===== src/rtl/trig_frame_packer.sv =====
module trig_frame_packer #(
  parameter int NCH   = 16,
  parameter int SUM_W = 20,
  parameter int TW    = 3,
  parameter int OUT_W = 16,
  parameter int NSUM  = 5,
  localparam int IW   = $clog2(NCH),
  localparam int SELW = $clog2(SUM_W),
  localparam int WSUM = OUT_W - TW,
  localparam int NW   = NSUM + TW
) (
  input  logic               clk,
  input  logic               rst_n,
  input  logic               sync_i,
  input  logic               wide_i,
  input  logic [SELW-1:0]    slice_lo_i,
  input  logic [NCH*SUM_W-1:0] ch_sum_i,
  input  logic [NCH*TW-1:0]  ch_time_i,
  input  logic [NCH-1:0]     ch_hit_i,
  input  logic               word_ready_i,
  output logic [OUT_W-1:0]   word_o,
  output logic               word_valid_o,
  output logic               sof_o,
  output logic               overrun_o
);

  localparam logic [IW-1:0] LAST = IW'(NCH - 1);

  function automatic logic [OUT_W-1:0] pack(input logic wide, input logic [SELW-1:0] lo,
                                            input logic [SUM_W-1:0] s, input logic [TW-1:0] t,
                                            input logic hit);
    logic [SUM_W-1:0] sh;
    logic [WSUM-1:0]  fw;
    logic [NSUM-1:0]  fn;
    sh = s >> lo;
    fw = (|(sh >> WSUM)) ? {WSUM{1'b1}} : sh[WSUM-1:0];
    fn = (|(sh >> NSUM)) ? {NSUM{1'b1}} : sh[NSUM-1:0];
    if (!hit)     pack = '0;
    else if (wide) pack = {fw, t};
    else          pack = {{(OUT_W-NW){1'b0}}, fn, t};
  endfunction

  logic [OUT_W-1:0] frame_q [NCH];
  logic [IW-1:0]    idx_q;
  logic             busy_q, ovr_q;

  wire take = busy_q && word_ready_i;
  wire last = take && (idx_q == LAST);

  for (genvar g = 0; g < NCH; g++) begin : g_ch
    always_ff @(posedge clk)
      if (sync_i)
        frame_q[g] <= pack(wide_i, slice_lo_i, ch_sum_i[g*SUM_W +: SUM_W],
                           ch_time_i[g*TW +: TW], ch_hit_i[g]);
  end

  always_ff @(posedge clk) begin
    if (!rst_n) begin
      busy_q <= 1'b0;
      idx_q  <= '0;
      ovr_q  <= 1'b0;
    end else begin
      ovr_q <= sync_i && busy_q && !last;
      if (sync_i) begin
        busy_q <= 1'b1;
        idx_q  <= '0;
      end else if (take) begin
        if (idx_q == LAST) busy_q <= 1'b0;
        else               idx_q  <= idx_q + 1'b1;
      end
    end
  end

  assign word_valid_o = busy_q;
  assign word_o       = busy_q ? frame_q[idx_q] : '0;
  assign sof_o        = busy_q && (idx_q == '0);
  assign overrun_o    = ovr_q;

endmodule


===== config.mk =====
export PLATFORM = sky130hd
export DESIGN_NAME = trig_frame_packer
export DESIGN_NICKNAME = d
export VERILOG_FILES = /design/src/rtl/trig_frame_packer.sv
export SDC_FILE = /design/constraint.sdc
export NUM_CORES = 1
export LEC_CHECK = 0
export BUFFER_PORTS_ARGS = -buffer_cell sky130_fd_sc_hd__buf_2
export CORE_ASPECT_RATIO = 2
export CORE_MARGIN = 3
export CORE_UTILIZATION = 51
export DETAILED_ROUTE_END_ITERATION = 10
export PLACE_DENSITY = 0.76
export REMOVE_ABC_BUFFERS = 1
export SLEW_MARGIN = 20
export SYNTH_ARGS = -nofsm -noshare
export SYNTH_HDL_FRONTEND = slang
export SYNTH_SLANG_ARGS = --single-unit

===== constraint.sdc =====
create_clock -name clk -period 3.6 [get_ports clk]
set_input_delay 0.72 -clock clk [delete_from_list [all_inputs] [get_ports clk]]
set_output_delay 0.72 -clock clk [all_outputs]
set_load 0.01 [all_outputs]

Word-level counts from Yosys, hierarchy flattened:

Memory sizes are Yosys's and may differ from the RTL's. A register that Yosys moved wholly into a read port is not among the register bits.
Cells that the tools add are included.

* shift-type cells: 16
* bitwise operators: 2
* $add $sub $neg: 1
* equal/unequal tests: 1
* reductions and logical operators: 44
* muxes and demuxes: 88

Operators with widths (number)
* 2-to-1 mux 16 bit: 49
* right shift 20 x 5 -> 20 bit: 16
* OR reduction 15 bit: 16
* 2-to-1 mux 13 bit: 16
* OR reduction 7 bit: 16
* 2-to-1 mux 5 bit: 16
* 2-to-1 mux 4 bit: 2
* logical AND 1 bit: 5
* 2-to-1 mux 1 bit: 5
* adder 4 x 1 -> 4 bit (second input constant): 1
* == test 4 bit (second input constant): 1
* logical NOT 4 bit: 1
* AND reduction 2 bit: 2
* nonzero test 2 bit: 2
* inverter 1 bit: 2
* OR reduction 2 bit: 1
* logical NOT 1 bit: 1

* bits of input ports: 394
* memories: 1
* logic and storage cells: 156
* flip-flop bits (word level): 6
* memory bits (writable): 256

Memories
* frame_q: words 16, bits a word 16, rd ports 1, clocked after Yosys merged registers in 1, write ports 16, line 43 `logic [OUT_W-1:0] frame_q [NCH];`

Longest topological paths before layout:

Gate-level depths: netlist of the first run.

* depth after elaboration: 6
* mapped depth: 14

Worst setup path after synthesis of the first run:

Ideal clock, no wire load.

* kind: input to register
* start: input port slice_lo_i[0]
* end: memory frame_q[4][7], data pin
* stages: 11
* slack: 0.466 ns
* arrival time: 2.870 ns
* path buffers: 4
* cells stage by stage: buf_6 > buf_6 > buf_6 > buf_6 > mux2i_1 > nor2_1 > mux4_2 > a2111oi_2 > o22ai_1 > o31ai_4 > a21boi_1

RTL lines
* start: declaration: line 16 `input logic [SELW-1:0] slice_lo_i,`
* end: declaration: line 43

==> results of run 1 <==
cells in the final DEF, fill, tap and decap left out, types with 36 or more instances in the layout:
cell type  Yosys  final
buf_2         60    407
edfxtp_1     256    256
mux4_2       254    254
a21oi_1      247    247
mux2i_1      237    237
nand2_1      238    237
buf_4         26    199
nor2_1       166    164
o21ai_0      119    119
and2_1        83     83
mux2_2        74     74
o22ai_1       49     49
a211oi_1      43     43
buf_12         0     36
worst max-delay path, stage by stage, from the launching register on:
cell and delay, ns:
dfxtp_4 0.54, buf_12 0.24, mux4_2 0.57, mux4_2 0.53, and2_1 0.20, buf_2 0.14
metrics by stage:
step | cells | util (%) | hold WS (ns) | TNS (ns) | area [um2]
5_1_grt | 3652 | 61.0 | 0.388 | 0 | 31200
6_report | 3655 | 61.0 | 0.357 | 0 | 31300
3_5_place_dp | 3605 | 59.4 | 0.594 | 0 | 30400
3_3_place_gp | 3605 | 59.4 | 0.589 | 0 | 30400
2_1_floorplan | 2309 | - | 0.532 | -385.67 | 25300
4_1_cts | 3650 | 61.0 | 0.348 | 0 | 31200
how the worst max path moves through the flow:
| stage | end | startpoint | cells after the start | slack, ns |
|---|---|---|---|---|
| after global routing | word_o[7] | flip-flop | 5 | 0.05 |
| after floorplan | frame_q[4][7] | slice_lo_i[2] | 6 | -2.87 |
| after global placement | frame_q[6][7] | slice_lo_i[2] | 9 | 0.05 |
| after detailed placement | frame_q[6][4] | slice_lo_i[1] | 9 | 0.06 |
| after CTS | word_o[7] | flip-flop | 5 | 0.12 |
| final | word_o[9] | flip-flop | 5 | 0.08 |
cell type report:
| cell class | instances | area [um2] | area share [%] |
|---|---|---|---|
| tap | 654 | 818 | 2.62 |
| clock inverter | 15 | 173 | 0.553 |
| clock buffer | 27 | 612 | 1.96 |
| timing repair buffer | 645 | 4300 | 13.7 |
| sequential | 266 | 7890 | 25.3 |
| inverter | 29 | 118 | 0.376 |
| antenna | 5 | 12.5 | 0.0400 |
| multi-input combinational | 2014 | 17300 | 55.4 |
flip-flops by register name, summed over array words and instances (netlist names), named ones only:
signal        cells
frame_q         256
overrun_o         1
idx_q             4
word_valid_o      1
logic make-up after synthesis:
group / synth area share [%]
mux: 33.6
buf+inv: 5.17
compound gates: 19.6
flops: 29.7
xor+xnor: 0.0990
fa+ha+maj: 0.0942
simple gates: 11.7
synthesized netlist by cell type, types with 10 or more instances:
library cell	instances	area share (%)
edfxtp_1	256	29
mux4_2	254	22
a21oi_1	247	4.7
nand2_1	238	3.4
mux2i_1	237	8.9
nor2_1	166	2.3
o21ai_0	119	2.2
clkbuf_1	111	1.6
and2_1	83	2.0
mux2_2	74	3.1
buf_2	60	1.1
o22ai_1	49	1.2
a211oi_1	43	1.2
nand3_1	34	0.64
a31oi_1	32	0.75
a221oi_1	31	1.0
buf_1	31	0.44
nand2b_1	29	0.68
inv_1	27	0.38
a22oi_1	26	0.74
buf_4	26	0.74
o211ai_1	22	0.62
buf_6	21	0.89
nor2b_1	21	0.49
a21boi_1	20	0.57
nor3_1	20	0.38
o21a_1	15	0.42
o22a_1	14	0.46
or3_1	13	0.31
a21boi_0	11	0.31
o221ai_1	11	0.36
a22o_1	10	0.33
dfxtp_1	10	0.75
o2bb2ai_1	10	0.33
o31ai_1	10	0.28
layer usage:
metal  share of wire [%]  vias up
met5                   0        -
met4                 9.5        0
met3                 9.6      505
met2                  50     1914
met1                  31    12800
li1                    -    11100
power breakdown:
group          total, mW  internal, mW  switching, mW
Clock               2.68          1.45           1.24
Sequential          3.84          3.70          0.144
Combinational       3.48          1.50           1.99
==> flow_summary.ini, run 1 <==
[run_status]
outcome = completed

[flow_run]
maxCapViolations = 0

[routing]
drc_errors = 0
via_per_inst = 7.18
drtIter0Drc = 3114
route.vias.total = 26200
ant_nets = 0
routed_wl_um = 116000
wl_per_cell_um = 31.7
dr.pass1.iters = 7

[power]
power_density_nw_per_um2 = 320
power.total_mw = 10.0
irDropWorstVdd_v = 0.000359
total_leakage_power_nw = 11.9

[timing]
rsz0062_at_grt = false
finalCriticalPeriod_ns = 3.52
drv_slew = 0
hold_violations = 0
slew_headroom_pct = 30.8
fin_crit_sh_pct = 97.8
setup_viol = 0
worstMarginPinSlew_ns = 1.03
skew_ns = 0.0361
setup_ws_ns = 0.0804
fmax_ghz = 0.284

[cells_and_area]
fill_cells = 4313
fin_nets = 3376
drive_gt1_share_pct = 35.2
syn_to_final_growth_pct = 17.7

[global_routing]
gr-usage-met2_pct = 70.8
grt_max_degree = 79
grt_pass1_vias = 26200
grt_overflow = 0
grt_use_total_pct = 40.5
top_usage_layer = met2
grt_util_met3_pct = 6.23
antenna_found_initial = 8
grt_pass1_wl_um = 166000
use_met1_pct = 43.9

[synthesis]
synth-edff-count = 256
synthFlopType = edfxtp_1
syn_inst = 2558
synth_cell_type_count = 90
synth_seq_area_share_pct = 29.7
ys_ff_latch = 266
synthArstFlopShare_pct = 0
synth_warnings = 0
syn_avg_cell_area_um2 = 10.4
syn_area_um2 = 26500

[placement]
hpwl_um = 88400
pre_cts_slack_ns = 0.0649
port_buffers = 412
gp_congestion = 1.08

[critical_path]
timing.rr.start = word_valid_o
r2r_slack_ns = 1.60
arrival_ns = 2.80
endpoint_kind = primary output
critical_path.max_fanout = 19
required_ns = 2.88
start_kind = flip-flop
crit_type = reg2out
rr_worst_depth = 4

[hold_path]
hold_end = word_valid_o
hp-start = rst_n
hp-class = in2reg
min_path_cells = 2

[cts]
path_clk_slew_ns = 0.08
post_cts_resized = 0
cts.root.buffer_cell = clkbuf_16
clock_latency_ns = 0.59
cts.sink_count = 266
post_cts_buffers = 3
cts_buffers = 24
cts_tree = done
cts_hold_buf = 0
clockBufferDepth = 3
htree_levels = 1

[floorplan]
die_area_um2 = 55000
die_h_um = 329
rows = 117
die_w_um = 167
start_util_pct = 51.8
fp.coreArea_um2 = 51200
io_pins = 413
(Power assumes the default switching activity.)
==> run 2: changes to the inputs <==
- SETUP_SLACK_MARGIN: default -> 0.3
==> flow_summary.ini, run 2 (synthesized netlist as in run 1, its figures left out) <==
[run_status]
outcome = completed

[floorplan]
die_w_um = 167
fp.coreArea_um2 = 51200
rows = 117
die_h_um = 329
start_util_pct = 51.8
die_area_um2 = 55000
io_pins = 413

[cts]
cts.root.buffer_cell = clkbuf_16
clockBufferDepth = 3
cts_tree = done
path_clk_slew_ns = 0.08
cts_buffers = 24
cts.sink_count = 266
clock_latency_ns = 0.59
htree_levels = 1

[cells_and_area]
syn_to_final_growth_pct = 18.6
mostFrequentLayoutCells = buf_2 (402), edfxtp_1 (256), mux4_2 (254), a21oi_1 (247)
fill_cells = 4286
fin_nets = 3384
seqCellArea_um2 = 7890
reg_top3 = frame_q: 256 flops, idx_q: 4 flops
largest-register = frame_q
largest_reg_flops = 256
layout_commonest_cell = buf_2
multiInputGateArea_um2 = 17300
fin_area_um2 = 31500
drive_gt1_share_pct = 35.5

[critical_path]
crit_type = reg2out
rr_worst_depth = 5
r2r_slack_ns = 1.60
endpoint_kind = primary output
timing.rr.start = word_valid_o
required_ns = 2.88
critical_path.max_fanout = 8
r2r_end = idx_q[3]
arrival_ns = 2.77
start_kind = flip-flop

[hold_path]
hp-class = in2reg
hp-start = rst_n
hold_end = word_valid_o
min_path_cells = 2

[timing]
fin_setup_tns_ns = 0
hold_violations = 0
worstMarginPinSlew_ns = 1.01
skew_ns = 0.0289
setup_ws_ns = 0.106
rsz0062_at_grt = true
drv_slew = 0
finalCriticalPeriod_ns = 3.49
hold_slack_ns = 0.367
slew_headroom_pct = 32.2
fmax_ghz = 0.286
setup_viol = 0
fin_crit_sh_pct = 97.1

[routing]
wl_met3_um = 11100
wl_met1_um = 35700
dr.pass1.iters = 8
ant_nets = 0
routed_wl_um = 116000
drc_errors = 0
routed.top_layer = met4
via_per_inst = 7.16
wl_met2_um = 57800
route.vias.total = 26200
drtIter0Drc = 3264
wl_per_cell_um = 31.8

[placement]
port_buffers = 412
pre_cts_slack_ns = 0.0649
placed_cell_area_um2 = 30400
hpwl_um = 88400
gp_congestion = 1.08

[global_routing]
grt_pass1_vias = 26300
grt_use_total_pct = 40.6
antenna_found_initial = 8
grt_pass1_wl_um = 167000
grt_overflow = 0
grt_max_degree = 79

[power]
power.total_mw = 10.0
total_leakage_power_nw = 12.0
power_density_nw_per_um2 = 319
irDropWorstVdd_v = 0.000361

[flow_run]
maxCapViolations = 0
## run 2: metal layers
metal  GRT usage (%)  vias up
met5               0        -
met3            6.13      550
met2            70.9     1888
met4            31.0        0
li1                -    11100
met1            44.0    12700
## run 2: layout make-up
cell class                      count  area share, %
Sequential cell                   266           25.1
Clock inverter                     15          0.548
Inverter                           29          0.374
Tap cell                          654           2.60
Multi-Input combinational cell   2014           55.1
Antenna cell                        7         0.0556
Clock buffer                       27           1.94
Timing Repair Buffer              653           14.4
## run 2: metrics by stage
stage | utilization, % | cells
6_report | 61.5 | 3665
5_1_grt | 61.4 | 3660
4_1_cts | 61.2 | 3656
3_5_place_dp | 59.4 | 3605
3_3_place_gp | 59.4 | 3605
2_1_floorplan | - | 2309
## run 2: worst max path at each step
stage | startpoint | end | slack, ns
3_5_place_dp | slice_lo_i[1] | frame_q[6][4] | 0.06
4_1_cts | flip-flop | word_o[9] | 0.16
2_1_floorplan | slice_lo_i[2] | frame_q[4][7] | -2.87
5_1_grt | flip-flop | word_o[4] | 0.09
3_3_place_gp | slice_lo_i[2] | frame_q[6][7] | 0.05
6_report | flip-flop | word_o[3] | 0.11
## run 2: worst max-delay path: stages (launching register included)
cell,delay (ns)
dfxtp_4,0.41
buf_12,0.21
clkbuf_16,0.19
mux4_2,0.54
mux4_2,0.52
and2_1,0.18
buf_2,0.13
## run 2: power breakdown
group | internal, mW | switching [mW] | leakage, nW | total, mW
Clock | 1.45 | 1.24 | 0.384 | 2.69
Sequential | 3.70 | 0.142 | 2.54 | 3.84
Combinational | 1.52 | 2.00 | 9.11 | 3.51
Total | 6.66 | 3.38 | 12.0 | 10.0
## run 2: timing repair
| item | in CTS | in global routing |
|---|---|---|
| cloned | 3 | 2 |
| setup endpoints to repair | 16 | 16 |
| resized for setup | 6 | 10 |
| setup buffers | 6 | 0 |
| hold buffers | 0 | 0 |
| hold endpoints to repair | 0 | 0 |
